==> config.mk <==
export PLATFORM = sky130hd
export DESIGN_NAME = txirq_delay_timer
export DESIGN_NICKNAME = d
export VERILOG_FILES = /design/src/rtl/txirq_pkg.sv /design/src/rtl/txirq_cmd_decode.sv /design/src/rtl/txirq_countdown.sv /design/src/rtl/txirq_cause_reg.sv /design/src/rtl/txirq_delay_timer.sv
export SDC_FILE = /design/constraint.sdc
export NUM_CORES = 1
export LEC_CHECK = 0
export BUFFER_PORTS_ARGS = -buffer_cell sky130_fd_sc_hd__buf_2
export CORE_ASPECT_RATIO = 0.9
export CORE_MARGIN = 1.5
export CORE_UTILIZATION = 25
export DETAILED_ROUTE_END_ITERATION = 8
export GPL_ROUTABILITY_DRIVEN = 0
export GPL_TIMING_DRIVEN = 0
export SLEW_MARGIN = 25
export SYNTH_ARGS = -nofsm -noshare
export SYNTH_HDL_FRONTEND = slang
export SYNTH_SLANG_ARGS = --single-unit
==> constraint.sdc <==
create_clock -name clk_i -period 1.6 [get_ports clk_i]
set_clock_uncertainty 0.15 [all_clocks]
set_input_delay 0.24 -clock clk_i [delete_from_list [all_inputs] [get_ports clk_i]]
set_output_delay 0.24 -clock clk_i [all_outputs]
set_load 0.005 [all_outputs]
==> src/rtl/txirq_pkg.sv <==
package txirq_pkg;
    localparam int CMD_W   = 8;
    localparam int IDE_BIT = 7;   // delay-enable position, decoded by the neighbour format
    localparam int RS_BIT  = 3;   // report-status position

    typedef enum logic [1:0] {
        ACT_NONE,
        ACT_FIRE,
        ACT_LOAD
    } txirq_act_e;

    typedef enum logic {
        ST_IDLE,
        ST_COUNT
    } txirq_state_e;
endpackage

==> src/rtl/txirq_cmd_decode.sv <==
module txirq_cmd_decode
    import txirq_pkg::*;
#(
    parameter int DLY_W = 8
) (
    input  logic                 valid_i,
    input  logic [CMD_W-1:0]     cmd_i,
    input  logic [DLY_W-1:0]     delay_i,
    output txirq_act_e           act_o
);
    always_comb begin
        act_o = ACT_NONE;
        if (valid_i) begin
            if (cmd_i[IDE_BIT]) begin
                act_o = (delay_i == '0) ? ACT_FIRE : ACT_LOAD;
            end else if (cmd_i[RS_BIT]) begin
                act_o = ACT_FIRE;
            end
        end
    end
endmodule

==> src/rtl/txirq_countdown.sv <==
module txirq_countdown
    import txirq_pkg::*;
#(
    parameter int DLY_W = 8
) (
    input  logic              clk_i,
    input  logic              rst_ni,
    input  logic              tick_i,
    input  txirq_act_e        act_i,
    input  logic [DLY_W-1:0]  delay_i,
    output logic              expire_o,
    output txirq_state_e      state_o,
    output logic [DLY_W-1:0]  cnt_o
);
    localparam logic [DLY_W-1:0] LAST_UNIT = DLY_W'(1);

    txirq_state_e      state_q, state_d;
    logic [DLY_W-1:0]  cnt_q, cnt_d;

    always_comb begin
        state_d = state_q;
        cnt_d   = cnt_q;
        unique case (state_q)
            ST_IDLE: begin
                if (act_i == ACT_LOAD) begin          // LOAD
                    state_d = ST_COUNT;
                    cnt_d   = delay_i;
                end
            end
            ST_COUNT: begin
                if (act_i == ACT_LOAD) begin          // RELOAD
                    cnt_d = delay_i;
                end else if (act_i == ACT_FIRE) begin // CANCEL
                    state_d = ST_IDLE;
                    cnt_d   = '0;
                end else if (tick_i) begin
                    if (cnt_q == LAST_UNIT) begin     // EXPIRE
                        state_d = ST_IDLE;
                        cnt_d   = '0;
                    end else begin                    // TICK
                        cnt_d = cnt_q - LAST_UNIT;
                    end
                end
            end
            default: begin
                state_d = ST_IDLE;
                cnt_d   = '0;
            end
        endcase
    end

    always_ff @(posedge clk_i) begin
        if (!rst_ni) begin
            state_q <= ST_IDLE;
            cnt_q   <= '0;
        end else begin
            state_q <= state_d;
            cnt_q   <= cnt_d;
        end
    end

    always_comb begin
        expire_o = (state_q == ST_COUNT) && tick_i &&
                   (act_i == ACT_NONE) && (cnt_q == LAST_UNIT);
        state_o  = state_q;
        cnt_o    = cnt_q;
    end
endmodule

==> src/rtl/txirq_cause_reg.sv <==
module txirq_cause_reg (
    input  logic clk_i,
    input  logic rst_ni,
    input  logic set_i,
    input  logic clr_i,
    output logic cause_o
);
    logic cause_q;

    always_ff @(posedge clk_i) begin
        if (!rst_ni) begin
            cause_q <= 1'b0;
        end else if (set_i) begin
            cause_q <= 1'b1;
        end else if (clr_i) begin
            cause_q <= 1'b0;
        end
    end

    assign cause_o = cause_q;
endmodule

==> src/rtl/txirq_delay_timer.sv <==
module txirq_delay_timer
    import txirq_pkg::*;
#(
    parameter int DLY_W = 8
) (
    input  logic              clk_i,
    input  logic              rst_ni,
    input  logic              tick_i,
    input  logic              wb_valid_i,
    input  logic [CMD_W-1:0]  wb_cmd_i,
    input  logic [DLY_W-1:0]  delay_i,
    input  logic              irq_en_i,
    input  logic              cause_clr_i,
    output logic              irq_o,
    output logic              cause_o
);
    txirq_act_e        act_w;
    logic              expire_w;
    logic              fire_w;
    txirq_state_e      st_w;
    logic [DLY_W-1:0]  cnt_w;

    txirq_cmd_decode #(.DLY_W(DLY_W)) u_dec (
        .valid_i (wb_valid_i),
        .cmd_i   (wb_cmd_i),
        .delay_i (delay_i),
        .act_o   (act_w)
    );

    txirq_countdown #(.DLY_W(DLY_W)) u_cd (
        .clk_i    (clk_i),
        .rst_ni   (rst_ni),
        .tick_i   (tick_i),
        .act_i    (act_w),
        .delay_i  (delay_i),
        .expire_o (expire_w),
        .state_o  (st_w),
        .cnt_o    (cnt_w)
    );

    assign fire_w = (act_w == ACT_FIRE) || expire_w;

    txirq_cause_reg u_cause (
        .clk_i   (clk_i),
        .rst_ni  (rst_ni),
        .set_i   (fire_w),
        .clr_i   (cause_clr_i),
        .cause_o (cause_o)
    );

    assign irq_o = cause_o && irq_en_i;
endmodule

# Yosys cells after proc, flatten, opt, wreduce, memory -nomap -nowiden
# Cells that the tools add are included.
[totals]
output_inout_bits = 2
regBits = 10
word_cells = 37
[classes]
eq_ne = 5
n_reduce_logical = 9
bitwise_logic = 1
add_sub_neg = 1
muxes = 18
[op_table]
columns = ["op", "n"]
rows = [
  ["$mux W8", 5],
  ["$pmux W8 S2", 1],
  ["$eq A8 B1 Y1 const B", 1],
  ["$logic_not A8 Y1", 1],
  ["$mux W1", 8],
  ["$sub A8 B1 Y8 const B", 1],
  ["$mux W2", 3],
  ["$logic_and A1 B1 Y1", 4],
  ["$ne A4 B4 Y1 const B", 1],
  ["$eq A2 B1 Y1 const B", 1],
  ["$eq A2 B2 Y1 const B", 1],
  ["$logic_not A2 Y1", 1],
  ["$ne A2 B1 Y1 const B", 1],
  ["$pmux W1 S2", 1],
  ["$reduce_and A2 Y1", 1],
  ["$reduce_bool A2 Y1", 1],
  ["$logic_or A1 B1 Y1", 1],
  ["$not A1 Y1", 1],
]

# Logic depth before layout (Yosys ltp)
[depth]
ltp_word = 9
mapped_depth = 7

# By module
# Synthesis repeated with hierarchy kept, for this count alone.
[unflattened]
cells_unflattened = 88
hier_area_um2 = 772.0
[modules_own_cells]
columns = ["module", "area_each_um2", "cells_per_inst", "n_inst"]
rows = [
  ["txirq_countdown", 651.9, 76, 1],
  ["txirq_cmd_decode", 61.3, 6, 1],
  ["txirq_cause_reg", 41.3, 3, 1],
  ["txirq_delay_timer", 17.5, 3, 1],
]

# Worst setup path before layout
# No wires, ideal clock.
[synth_timing]
path_type = "register to register"
startpoint = "reg u_cd.cnt_q[1], in the netlist u_cd.cnt_o[1]"
endpoint = "reg u_cd.cnt_q[5], in the netlist u_cd.cnt_o[5]"
setup_slack_ps = -109
synth_period_minus_slack_ps = 1709
path_stages_with_launch = 7
arrival_time_ps = 1442
setup_ps = 117
cell_sequence = "dfxtp_1 > inv_1 > ha_1 > or3b_2 > o211ai_1 > o211ai_1 > a32o_1"
[synth_via]
elab_chain_len = 6
[synth_rtl]
columns = ["element", "line", "rtl"]
rows = [
  ["start: declaration", "txirq_countdown.sv:18", "logic [DLY_W-1:0] cnt_q, cnt_d;"],
  ["start signal: assignment", "txirq_countdown.sv:58", "cnt_q <= cnt_d;"],
  ["$sub A8 B1 Y8 or $eq A8 B1 Y1 (tied branches)", "txirq_countdown.sv:41, txirq_countdown.sv:37", ""],
  ["$mux W8 *", "txirq_countdown.sv:37", "if (cnt_q == LAST_UNIT) begin"],
  ["$mux W8 *", "txirq_countdown.sv:36", "end else if (tick_i) begin"],
  ["$mux W8 *", "txirq_countdown.sv:33", "end else if (act_i == ACT_FIRE) begin"],
  ["$mux W8 *", "txirq_countdown.sv:31", "if (act_i == ACT_LOAD) begin"],
  ["$pmux W8 S2 *", "txirq_countdown.sv:23", "unique case (state_q)"],
]
# Every way passes the cells marked *; elsewhere a longest branch is shown, timed or not. The select of a mux whose other input is x is not followed.
# A chain may end at the register's enable or synchronous reset.

# Worst setup path after layout
[layout_timing]
startpoint = "reg u_cd.cnt_q[4], in the netlist u_cd.cnt_o[4]"
endpoint = "reg u_cd.cnt_q[7], in the netlist u_cd.cnt_o[7]"
# Same word-level chain as after synthesis.

==> impl_metrics.tcl <==
set metrics [dict create \
    path_max_fanout 4 \
    critical-path-slowest-cell "or4_4" \
    antenna_left 0 \
    power.density_nw_per_um2 781 \
    fin_ws_ns -0.181 \
    wl_mm 2.34 \
    cts.clk_slew.worst_paths_ns 0.09 \
    grt_max_degree 10 \
    cts_buffers 3 \
    clk_path_buf_depth 2 \
    die-height_um 55.8 \
    synth-seq-cells 10 \
    rows 18 \
    layout-drive-gt1-share 0.462 \
    grt_pass1_wl_mm 3.70 \
    start_kind "flop" \
    postSynth.asyncResetShare 0 \
    synthCells 94 \
    num_vias 843 \
    nFillCells 293 \
    relSlewSlack 0.723 \
    worst-setup-path-type "flop to flop" \
    post-route-util 0.390 \
    cts-root-buf "clkbuf_4" \
    synth_area_per_cell_um2 8.23 \
    synth_top_area_share 0.259 \
    clock-sinks 10 \
    antenna_found_initial 0 \
    synth-edff-count 0 \
    grt_pass1_vias 782 \
    max_cap_viol_count 0 \
    synth_nets 118 \
    synth_warnings 0 \
    drc_errors 0 \
    n_antenna_cell 0 \
    final_nets 144 \
    via_per_inst 5.30 \
    worstSetupEndpointType "flop" \
    die_w_um 61.6 \
    reg2reg_from "u_cd.cnt_o[4]$_SDFFE_PN0P_" \
    io_pins 24 \
    hp-class "primary input to flop" \
    dp_hpwl_mm 1.61 \
    routedWlPerCell_um 14.7 \
    synthFlopType "dfxtp_1" \
    max_slew.worst_pin.slew_ns 0.411 \
    netlist_top_cells_area "dfxtp_1 (26%), a21oi_1 (5.8%), a311oi_1 (5.7%)" \
    status "finished with violations" \
    setup_viol 9 \
    r2r-end "u_cd.cnt_o[7]$_SDFFE_PN0P_" \
    ff2ff_setup_slack_ns -0.18 \
    synth_top_area_cell "dfxtp_1" \
    die-area_um2 3440 \
    io_buffer_count 17 \
    r2r.worst_path.cells 5 \
    fin_hold_ws_ns 0.0596 \
    leakagePower_uw 0.000394 \
    fmax_ghz 0.562 \
    grt_use_total 0.143 \
    drtIter0Drc 35 \
    cts_tree "built" \
    core_um2 2840 \
    initial_utilization 0.272 \
    netlist-cell-type-count 36 \
    overflow 0 \
    holdCritStartpoint "rst_ni" \
    hold_violations 0 \
    violations "setup timing" \
    power_uw 864 \
    cp.required_ns 1.66 \
    syn_area_um2 773 \
    clock_latency_ns 0.29 \
    syn2layout_area_growth_pct 43.0 \
    rsz0062_at_grt "true" \
    min_to "u_cause.cause_o$_SDFFE_PN0P_" \
    timing.final.crit_share 1.11 \
    ir_drop_v 0.000309 \
    cp.arrival_ns 1.84 \
    seq_area_frac_synth 0.259 \
    htreeDepth 1 \
    fin_crit_ns 1.78 \
    critical_path.max_stage_delay_ns 0.55 \
    crit_chain "or4_4, buf_4, nor4_2, o21ai_2, a311oi_2" \
    fin_tns_setup_ns -1.19 \
    final-max-slew-violation-count 0 \
    min_path_cells 2 \
    first_pass_iters 4 \
]
## area by class of cell
cell class              count  area, um^2  area share
inverters                   6        26.3      0.0238
plain buffers               2        16.3      0.0147
flip-flops and latches     10         216       0.196
repair buffers             23         130       0.118
well taps                  40        50.0      0.0452
clock buffers               4        36.3      0.0328
multi-input cells          74         631       0.570
## stage by stage
step,setup WS (ns),instance area (um^2),instances
floorplan,-0.0213,818,94
finish,-0.181,1110,159
global placement,-0.329,953,151
global route,-0.251,1110,159
detailed placement,-0.355,953,151
CTS,-0.161,1050,157
## layout by cell type (no fill, tap or decap), drive strengths merged
cell,synthesis,layout
xor2,2,2
or4,1,1
xnor2,1,1
nand4b,1,1
nor2b,1,1
a32o,1,1
nor4,3,3
o32ai,1,1
nor3b,1,1
a21o,1,1
o211ai,2,2
clkinvlp,0,1
nor2,1,1
buf,2,24
nand2,8,8
o21a,3,3
o21ai,8,8
nand3,2,2
a21boi,1,1
inv,6,5
dfxtp,10,10
and2,5,5
a211oi,1,1
nor3,2,2
nand2b,3,3
clkbuf,2,5
ha,2,2
a21oi,9,9
a22o,2,2
o211a,1,1
a311oi,7,7
a2111oi,1,1
or3b,1,1
or3,2,2
## worst max-delay path by stage
stage | from | end | slack [ns] | depth (start not counted)
2_1_floorplan | u_cd.state_o$_SDFF_PN0_ | u_cd.cnt_o[5]$_SDFFE_PN0P_ | -0.02 | 7
3_3_place_gp | delay_i[4] | u_cd.cnt_o[5]$_SDFFE_PN0P_ | -0.33 | 6
3_5_place_dp | delay_i[4] | u_cd.cnt_o[5]$_SDFFE_PN0P_ | -0.36 | 6
4_1_cts | u_cd.cnt_o[4]$_SDFFE_PN0P_ | u_cause.cause_o$_SDFFE_PN0P_ | -0.16 | 4
5_1_grt | u_cd.cnt_o[4]$_SDFFE_PN0P_ | u_cd.cnt_o[7]$_SDFFE_PN0P_ | -0.25 | 5
6_report | u_cd.cnt_o[4]$_SDFFE_PN0P_ | u_cd.cnt_o[7]$_SDFFE_PN0P_ | -0.18 | 5
## where the power goes
| group | switching [uW] | internal [uW] |
|---|---|---|
| clock network | 117 | 139 |
| logic | 156 | 151 |
| registers | 31.3 | 270 |
## registers in the layout, summed over array words and instances, names as in the netlist
register and count:
u_cause.cause_o 1, u_cd.state_o 1, u_cd.cnt_o 8
## repair_timing
action | CTS | global route
buffers inserted | 3 | 3
pin swaps | 6 | 5
hold buffers | 0 | 0
setup endpoints to repair | 10 | 10
resized for setup | 12 | 9
## kinds of logic after synthesis
| family | share of synthesized area |
|---|---|
| AO/OA/AOI/OAI | 0.362 |
| XOR/XNOR | 0.0340 |
| adder cells (fa/ha/maj) | 0.0324 |
| buffers and inverters | 0.0518 |
| flip-flops | 0.259 |
| AND/OR/NAND/NOR | 0.261 |
## cells in the mapped netlist (2+ instances only)
library cell  count
nand2b_1          3
and2_1            5
o21ai_0           6
nand2_1           8
xor2_1            2
inv_1             6
a311oi_1          5
o21a_1            3
a311oi_2          2
clkbuf_1          2
a22o_1            2
o21ai_1           2
a21oi_1           9
ha_1              2
nor4_2            3
buf_2             2
dfxtp_1          10
or3_1             2
nor3_1            2
o211ai_1          2
## metal layers
metal	GRT usage	vias to the layer above	wire, um
met2	0.211	21	1160
met5	0	-	0
met3	0.0419	5	103
li1	-	413	-
met4	0.0456	0	35
met1	0.197	404	1050
## critical path, delay by kind of cell (launching register included)
kind,cells,cell delay (ns)
flip-flops,1,0.35
buffers and inverters,1,0.16
AO/OA/AOI/OAI,2,0.29
AND/OR/NAND/NOR,2,0.76
No activity file was read; power rests on OpenSTA's default activity.
